**src/rtl/bmc_pkg.sv**
```systemverilog
package bmc_pkg;

    localparam int BANK_W = 3;
    localparam int PADDR_W = BANK_W + 15;
    localparam logic [7:0] SFR_CBANK = 8'h9F;
    localparam logic [7:0] SFR_MCTL = 8'hC7;

    typedef enum logic [1:0] {
        TGT_NONE  = 2'd0,
        TGT_FLASH = 2'd1,
        TGT_SRAM  = 2'd2
    } tgt_e;

    typedef struct packed {
        logic [BANK_W-1:0] cbank;
        logic              ovl;
        logic [BANK_W-1:0] xbank;
    } map_regs_t;

    function automatic int max_bank(input int kb);
        case (kb)
            32:      return 0;
            64:      return 1;
            96:      return 2;
            128:     return 3;
            default: return 7;
        endcase
    endfunction

endpackage

```
**src/rtl/bmc_regs.sv**
```systemverilog
module bmc_regs
    import bmc_pkg::*;
#(
    parameter int FLASH_KB = 128
) (
    input  logic       clk,
    input  logic       rst_n,
    input  logic [7:0] sfr_addr,
    input  logic [7:0] sfr_wdata,
    input  logic       sfr_we,
    output logic [7:0] sfr_rdata,
    output map_regs_t  regs
);
    localparam int MAXB = max_bank(FLASH_KB);
    localparam logic [BANK_W-1:0] MAXB_V = BANK_W'(MAXB);
    localparam bit CBANK_LOCKED = (FLASH_KB == 32);

    map_regs_t regs_d, regs_q;
    logic      bank_ok;

    always_comb begin
        regs_d  = regs_q;
        bank_ok = (sfr_wdata[BANK_W-1:0] <= MAXB_V);
        if (sfr_we) begin
            if (sfr_addr == SFR_CBANK && bank_ok && !CBANK_LOCKED) begin
                regs_d.cbank = sfr_wdata[BANK_W-1:0];
            end
            if (sfr_addr == SFR_MCTL) begin
                regs_d.ovl = sfr_wdata[3];
                if (bank_ok) begin
                    regs_d.xbank = sfr_wdata[BANK_W-1:0];
                end
            end
        end
    end

    always_ff @(posedge clk or negedge rst_n) begin
        if (!rst_n) begin
            regs_q <= '{cbank: BANK_W'(1), ovl: 1'b0, xbank: '0};
        end else begin
            regs_q <= regs_d;
        end
    end

    always_comb begin
        case (sfr_addr)
            SFR_CBANK: sfr_rdata = {5'b0, regs_q.cbank};
            SFR_MCTL:  sfr_rdata = {4'b0, regs_q.ovl, regs_q.xbank};
            default:   sfr_rdata = 8'h00;
        endcase
    end

    assign regs = regs_q;

    // refused XDATA bank keeps its value, overlay bit still loads
    a_r4_bad_bank_dropped: assert property (@(posedge clk) disable iff (!rst_n)
        (sfr_we && sfr_addr == SFR_MCTL && sfr_wdata[BANK_W-1:0] > MAXB_V)
        |=> ($stable(regs_q.xbank) && regs_q.ovl == $past(sfr_wdata[3])));

    // no strobe, no change
    a_r3_hold_idle: assert property (@(posedge clk) disable iff (!rst_n)
        !sfr_we |=> $stable(regs_q));

    a_r4_bank_in_range: assert property (@(posedge clk) disable iff (!rst_n)
        sfr_we |=> (regs_q.xbank <= MAXB_V));

    generate
        if (CBANK_LOCKED) begin : g_lock_chk
            a_r9_cbank_locked: assert property (@(posedge clk) disable iff (!rst_n)
                sfr_we |=> $stable(regs_q.cbank));
        end
    endgenerate

endmodule

```
**src/rtl/bmc_xlate.sv**
```systemverilog
module bmc_xlate
    import bmc_pkg::*;
#(
    parameter int  FLASH_KB  = 128,
    parameter int  SRAM_SIZE = 8192,
    parameter bit  IS_CODE   = 1'b1
) (
    input  logic               clk,
    input  logic               rst_n,
    input  logic [15:0]        addr,
    input  logic [BANK_W-1:0]  bank,
    input  logic               ovl,
    output logic [1:0]         tgt,
    output logic [PADDR_W-1:0] paddr
);
    localparam logic [BANK_W-1:0] MAXB_V = BANK_W'(max_bank(FLASH_KB));
    localparam logic [15:0] SRAM_LIM = 16'(SRAM_SIZE);

    logic in_win, sram_hit, bank_ok;
    tgt_e tgt_w;

    always_comb begin
        in_win   = addr[15];
        bank_ok  = (bank <= MAXB_V);
        sram_hit = IS_CODE && ovl && in_win && ({1'b0, addr[14:0]} < SRAM_LIM);
        if (!in_win) begin
            tgt_w = IS_CODE ? TGT_FLASH : TGT_NONE;
            paddr = PADDR_W'(addr);
        end else if (sram_hit) begin
            tgt_w = TGT_SRAM;
            paddr = PADDR_W'(addr[14:0]);
        end else begin
            tgt_w = bank_ok ? TGT_FLASH : TGT_NONE;
            paddr = {bank, addr[14:0]};
        end
        tgt = tgt_w;
    end

    // an SRAM hit always lies in the overlay window
    a_r7_sram_in_window: assert property (@(posedge clk) disable iff (!rst_n)
        (tgt == TGT_SRAM) |-> (addr[15] && {1'b0, addr[14:0]} < SRAM_LIM && ovl));

    // low addresses translate to themselves
    a_r6_low_identity: assert property (@(posedge clk) disable iff (!rst_n)
        !addr[15] |-> (paddr == PADDR_W'(addr) && tgt != TGT_SRAM));

endmodule

```
**src/rtl/bank_map_ctrl.sv**
```systemverilog
module bank_map_ctrl
    import bmc_pkg::*;
#(
    parameter int FLASH_KB  = 128,
    parameter int SRAM_SIZE = 8192
) (
    input  logic         clk,
    input  logic         rst_n,
    input  logic [7:0]   sfr_addr,
    input  logic [7:0]   sfr_wdata,
    input  logic         sfr_we,
    output logic [7:0]   sfr_rdata,
    input  logic [15:0]  code_addr,
    output logic [1:0]   code_tgt,
    output logic [17:0]  code_paddr,
    input  logic [15:0]  xdata_addr,
    output logic [1:0]   xdata_tgt,
    output logic [17:0]  xdata_paddr
);
    map_regs_t regs;

    bmc_regs #(.FLASH_KB(FLASH_KB)) u_regs (
        .clk(clk), .rst_n(rst_n),
        .sfr_addr(sfr_addr), .sfr_wdata(sfr_wdata), .sfr_we(sfr_we),
        .sfr_rdata(sfr_rdata), .regs(regs)
    );

    bmc_xlate #(.FLASH_KB(FLASH_KB), .SRAM_SIZE(SRAM_SIZE), .IS_CODE(1'b1)) u_code (
        .clk(clk), .rst_n(rst_n),
        .addr(code_addr), .bank(regs.cbank), .ovl(regs.ovl),
        .tgt(code_tgt), .paddr(code_paddr)
    );

    bmc_xlate #(.FLASH_KB(FLASH_KB), .SRAM_SIZE(SRAM_SIZE), .IS_CODE(1'b0)) u_xdata (
        .clk(clk), .rst_n(rst_n),
        .addr(xdata_addr), .bank(regs.xbank), .ovl(1'b0),
        .tgt(xdata_tgt), .paddr(xdata_paddr)
    );

endmodule

```
**config.mk**
```make
export PLATFORM = sky130hd
export DESIGN_NAME = bank_map_ctrl
export DESIGN_NICKNAME = d
export VERILOG_FILES = /design/src/rtl/bmc_pkg.sv /design/src/rtl/bmc_regs.sv /design/src/rtl/bmc_xlate.sv /design/src/rtl/bank_map_ctrl.sv
export SDC_FILE = /design/constraint.sdc
export NUM_CORES = 1
export LEC_CHECK = 0
export ABC_AREA = 0
export BUFFER_PORTS_ARGS = -buffer_cell sky130_fd_sc_hd__buf_2
export CORE_MARGIN = 3
export CORE_UTILIZATION = 27
export DETAILED_ROUTE_END_ITERATION = 16
export GPL_TIMING_DRIVEN = 0
export HOLD_SLACK_MARGIN = 0.08
export PLACE_DENSITY = 0.83
export SLEW_MARGIN = 20
export SYNTH_ARGS = -nofsm -noshare
export SYNTH_HDL_FRONTEND = slang
export SYNTH_HIERARCHICAL = 1
export SYNTH_SLANG_ARGS = --single-unit
```
**constraint.sdc**
```tcl
create_clock -name clk -period 0.8 [get_ports clk]
set_input_delay 0 -clock clk [delete_from_list [all_inputs] [get_ports clk]]
set_output_delay 0 -clock clk [all_outputs]
set_load 0.03 [all_outputs]
```
==> Word level (Yosys, flattened, before mapping) <==
Index checks and enable logic that the tools add are counted.
{ "totals": {"output_inout_bits": 48, "in_bits": 51, "word_cells": 24, "ff_bits": 7} }
{ "op_classes": {"reduce_logical": 6, "muxes": 9, "eq_ne": 2, "n_lt_le_gt_ge": 4} }
{ "op_table": {"columns": ["op", "count"], "rows": [
  ["2-to-1 mux 18 bit", 3],
  ["equality test 8 bit, second input constant", 2],
  ["less-than comparator 15 x 14 -> 1 bit, second input constant", 1],
  ["less-or-equal comparator 3 x 2 -> 1 bit, second input constant", 3],
  ["case mux 4 bit (2 select lines)", 1],
  ["2-to-1 mux 2 bit", 3],
  ["AND reduction 2 bit", 2],
  ["logical AND 1 bit", 3],
  ["AND reduction 3 bit", 1],
  ["2-to-1 mux 1 bit", 2]
]} }

==> Depth between registers and ports, before layout <==
{ "logic_depth": {"word_depth": 4, "depth_mapped": 3, "depth_no_buf": 3} }

==> Modules after synthesis <==
Netlist, hierarchy kept.
{ "modules_own_cells": {"columns": ["mod", "area_per_inst_um2", "cells_each", "instances", "seq_area_each_um2"], "rows": [
  ["bmc_regs", 395.4, 35, 1, 176.4],
  ["bmc_xlate (u_code)", 165.2, 24, 1, 0.0],
  ["bmc_xlate (u_xdata)", 152.6, 21, 1, 0.0],
  ["bank_map_ctrl", 3.8, 1, 1, 0.0]
]} }

==> Worst setup path before layout <==
No wires, ideal clock.
{ "synth_path": {"path_type": "register -> output", "from": "register u_regs.regs_q[3] (netlist: u_regs/regs[3])", "to": "output code_tgt[0]", "path_stages_with_launch": 3, "required_time_ps": 800, "path_buffers": 0, "slack_ps": -410, "arrival_time_ps": 1210, "path_cell_list": "dfrtp_1 nor3b_4 o21ai_0"} }
{ "synth_via": {"elab_chain_cells": 4} }
{ "synth_lines": {"columns": ["item", "line_no", "rtl"], "rows": [
  ["start, declared", "bmc_regs.sv:18", "map_regs_t regs_d, regs_q;"],
  ["start signal, assigned", "bmc_regs.sv:39", "regs_q <= '{cbank: BANK_W'(1), ovl: 1'b0, xbank: '0};"],
  ["start signal, assigned", "bmc_regs.sv:41", "regs_q <= regs_d;"],
  ["logical AND 1 bit (2 in a row)", "bmc_xlate.sv:25", "sram_hit = IS_CODE && ovl && in_win && ({1'b0, addr[14:0]} < SRAM_LIM);"],
  ["2-to-1 mux 2 bit", "bmc_xlate.sv:29", "end else if (sram_hit) begin"],
  ["2-to-1 mux 2 bit", "bmc_xlate.sv:26", "if (!in_win) begin"],
  ["end, declared", "bank_map_ctrl.sv:14", "output logic [1:0] code_tgt,"]
]} }
Every way passes these cells.

==> Worst setup path after layout <==
Same ends and word-level chain as after synthesis.

==> results by group <==
Status
  – Status: finished with violations
  – Failing checks: setup timing

GRT
  – Vias in the first global route: roughly 770
  – Largest net degree at the start of global routing: 8
  – Antenna violations before repair: 0
  – Total GRT Usage: 0.127
  – Remaining Overflow, GRT: 0
  – First-pass GRT wire length: approximately 3300 um

Die
  – Rows: 17
  – Area of the die: ~3300 um2
  – Die Y: 57.4 um
  – Chip Width: approximately 57 um
  – Top Ports: 99
  – Core ar.: between 2000 and 2500 um2
  – Initial Util: 0.302

Placement
  – HPWL after detailed placement: 1690 um
  – GPL Wtd Cong: 0.749
  – DP Cell Count: 172
  – Pre-CTS setup slack: -0.301 ns
  – I/O Buffers: 61
  – Placed cell area: between 1000 and 1500 um2

Detailed routing
  – Via count: 780
  – Starting DRT DRC Count: 3
  – DRC errors left: 0
  – Wire per inst: roughly 12 um
  – Wirelength, routed: 2190 um
  – Vias per cell: 4.15
  – Post-route ant nets: 0
  – Drt pass-1 iters: 3

Final layout
  – Finished layout cell area: approximately 1400 um2
  – Fillers: 201
  – Post-layout util: 0.584
  – Ant diodes: 0
  – P&R area growth vs syn: 93.3%
  – Nets@finish: between 200 and 250
  – Layout cell share with drive strength beyond 1: 0.856
  – Area of the multi-input gates: between 300 and 400 um2
  – Finished Layout Cells: 188
  – Largest register FFs: 7
  – Register area: 178 um2

Critical path
  – Crit end category: output pin
  – WS Path Type: reg2out
  – Startpoint types: flop
  – Critical Path Max Stage Delay: 0.36 ns
  – Critical Path Start: u_regs/regs[3]
  – Crit path DAT: 1.20 ns
  – Worst Path Max Fanout: 3
  – Cell mode on critical path: buf_6
  – WP data required: around 0.80 ns
  – Crit-path cells: nor3b_4, buf_6, o21ai_4, buf_6
  – Worst path slowest cell: dfrtp_1
  – FF-to-FF Start: u_regs/regs[3]

STA
  – Setup ws final: -0.401 ns
  – Tmin final: 1.20 ns
  – Final setup violation count: 15
  – Setup TNS: -3.90 ns
  – Fmax: 0.833 GHz
  – Setup Skew: 0 ns
  – Final Hold Vio Count: 0
  – RSZ-0062 raised after global routing: yes
  – Max-slew violation count: 0
  – Period utilization: 1.50

Clock network
  – CTS root buf: clkbuf_4
  – Clk_lat worst skew: approximately 0.25 ns
  – Total CTS buffers: 3
  – Clock buffer depth: 2
  – CTS tree: yes
  – Htree depth: 1
  – CTS sink cnt: 7
  – Clk pin slew, worst setup/hold paths: 0.05 ns

Power
  – Pleak: 0.746 nW
  – PD cells: roughly 930 nW/um2
  – Worst VDD drop: 0.000480 V

Run
  – Max-Cap Viols: 0

Min path
  – Min-delay worst type: in2async

Logic synthesis
  – Synthesis warning total: 6
  – Mapped Cells: 80
  – Post-synthesis cell area: 713 um2
  – Syn avg cell area: 8.91 um2
[timing repair]
item,4_1_cts,5_1_grt
setup endpoints to repair,15,18
cloned,0,0
resized for setup,37,10
buffers inserted,5,3
hold endpoints to repair,12,0
hold buffers,4,0
pin swaps,8,7
[metal layers]
layer	track usage	part of all wire
met1	0.108	0.28
met2	0.248	0.58
met3	0.0566	0.14
met4	0.0530	0.0087
met5	0	0
[where the power goes]
| part | switching, mW | total, mW | internal, mW | leakage [nW] |
|---|---|---|---|---|
| logic | 0.324 | 0.593 | 0.269 | 0.639 |
| registers | 0.00692 | 0.371 | 0.364 | 0.0920 |
| clock network | 0.125 | 0.315 | 0.190 | 0.0150 |
[through the flow]
step	hold slack, ns	power (mW)
floorplan	-0.296	0.753
global placement	-0.163	0.892
detailed placement	-0.160	0.898
CTS	0.102	1.28
global route	0.104	1.35
finish	0.111	1.28
[final cells by class]
class / instances / share of cell area
clock buffer: 4 / 0.0191
sequential: 7 / 0.129
timing repair buffer: 73 / 0.373
tap: 28 / 0.0254
buffer: 35 / 0.191
multi-input combinational: 41 / 0.263
[worst max-delay path: cells and delay by family, from the launching register on]
| family | cells | cell delay [ns] |
|---|---|---|
| DFF | 1 | 0.36 |
| buffers and inverters | 2 | 0.29 |
| and+or+nand+nor | 1 | 0.26 |
| AOI/OAI and AO/OA | 1 | 0.05 |
[cells in the final DEF (no fill, tap or decap)]
cell           count
buf_2             46
buf_4             39
buf_6             19
nor2_2             6
conb_1             5
dfrtp_1            5
dlygate4sd3_1      4
nand2_1            4
and2_4             4
clkbuf_4           3
a22oi_2            3
mux2_2             3
nor3b_4            2
nand4_1            2
mux2_4             2
clkbuf_1           1
o21ai_4            1
nor2_4             1
and4b_2            1
nand2_2            1
and3b_2            1
nor2b_1            1
nand4_4            1
and2_2             1
and2_1             1
dfstp_2            1
dfrtp_2            1
and2b_2            1
[final timing paths]
path | depth (start not counted) | slack, ns | to
max | 4 | -0.40 | code_tgt[0]
min | 2 | 0.11 | u_regs/regs[1]
max reg2reg | 3 | -0.19 | u_regs/regs[3]
min reg2reg | 1 | 0.56 | u_regs/regs[5]
max in group asynchronous | 2 | 0.46 | u_regs/regs[4]
min in group clk | 3 | 0.11 | u_regs/regs[3]
(Power assumes the default switching activity.)
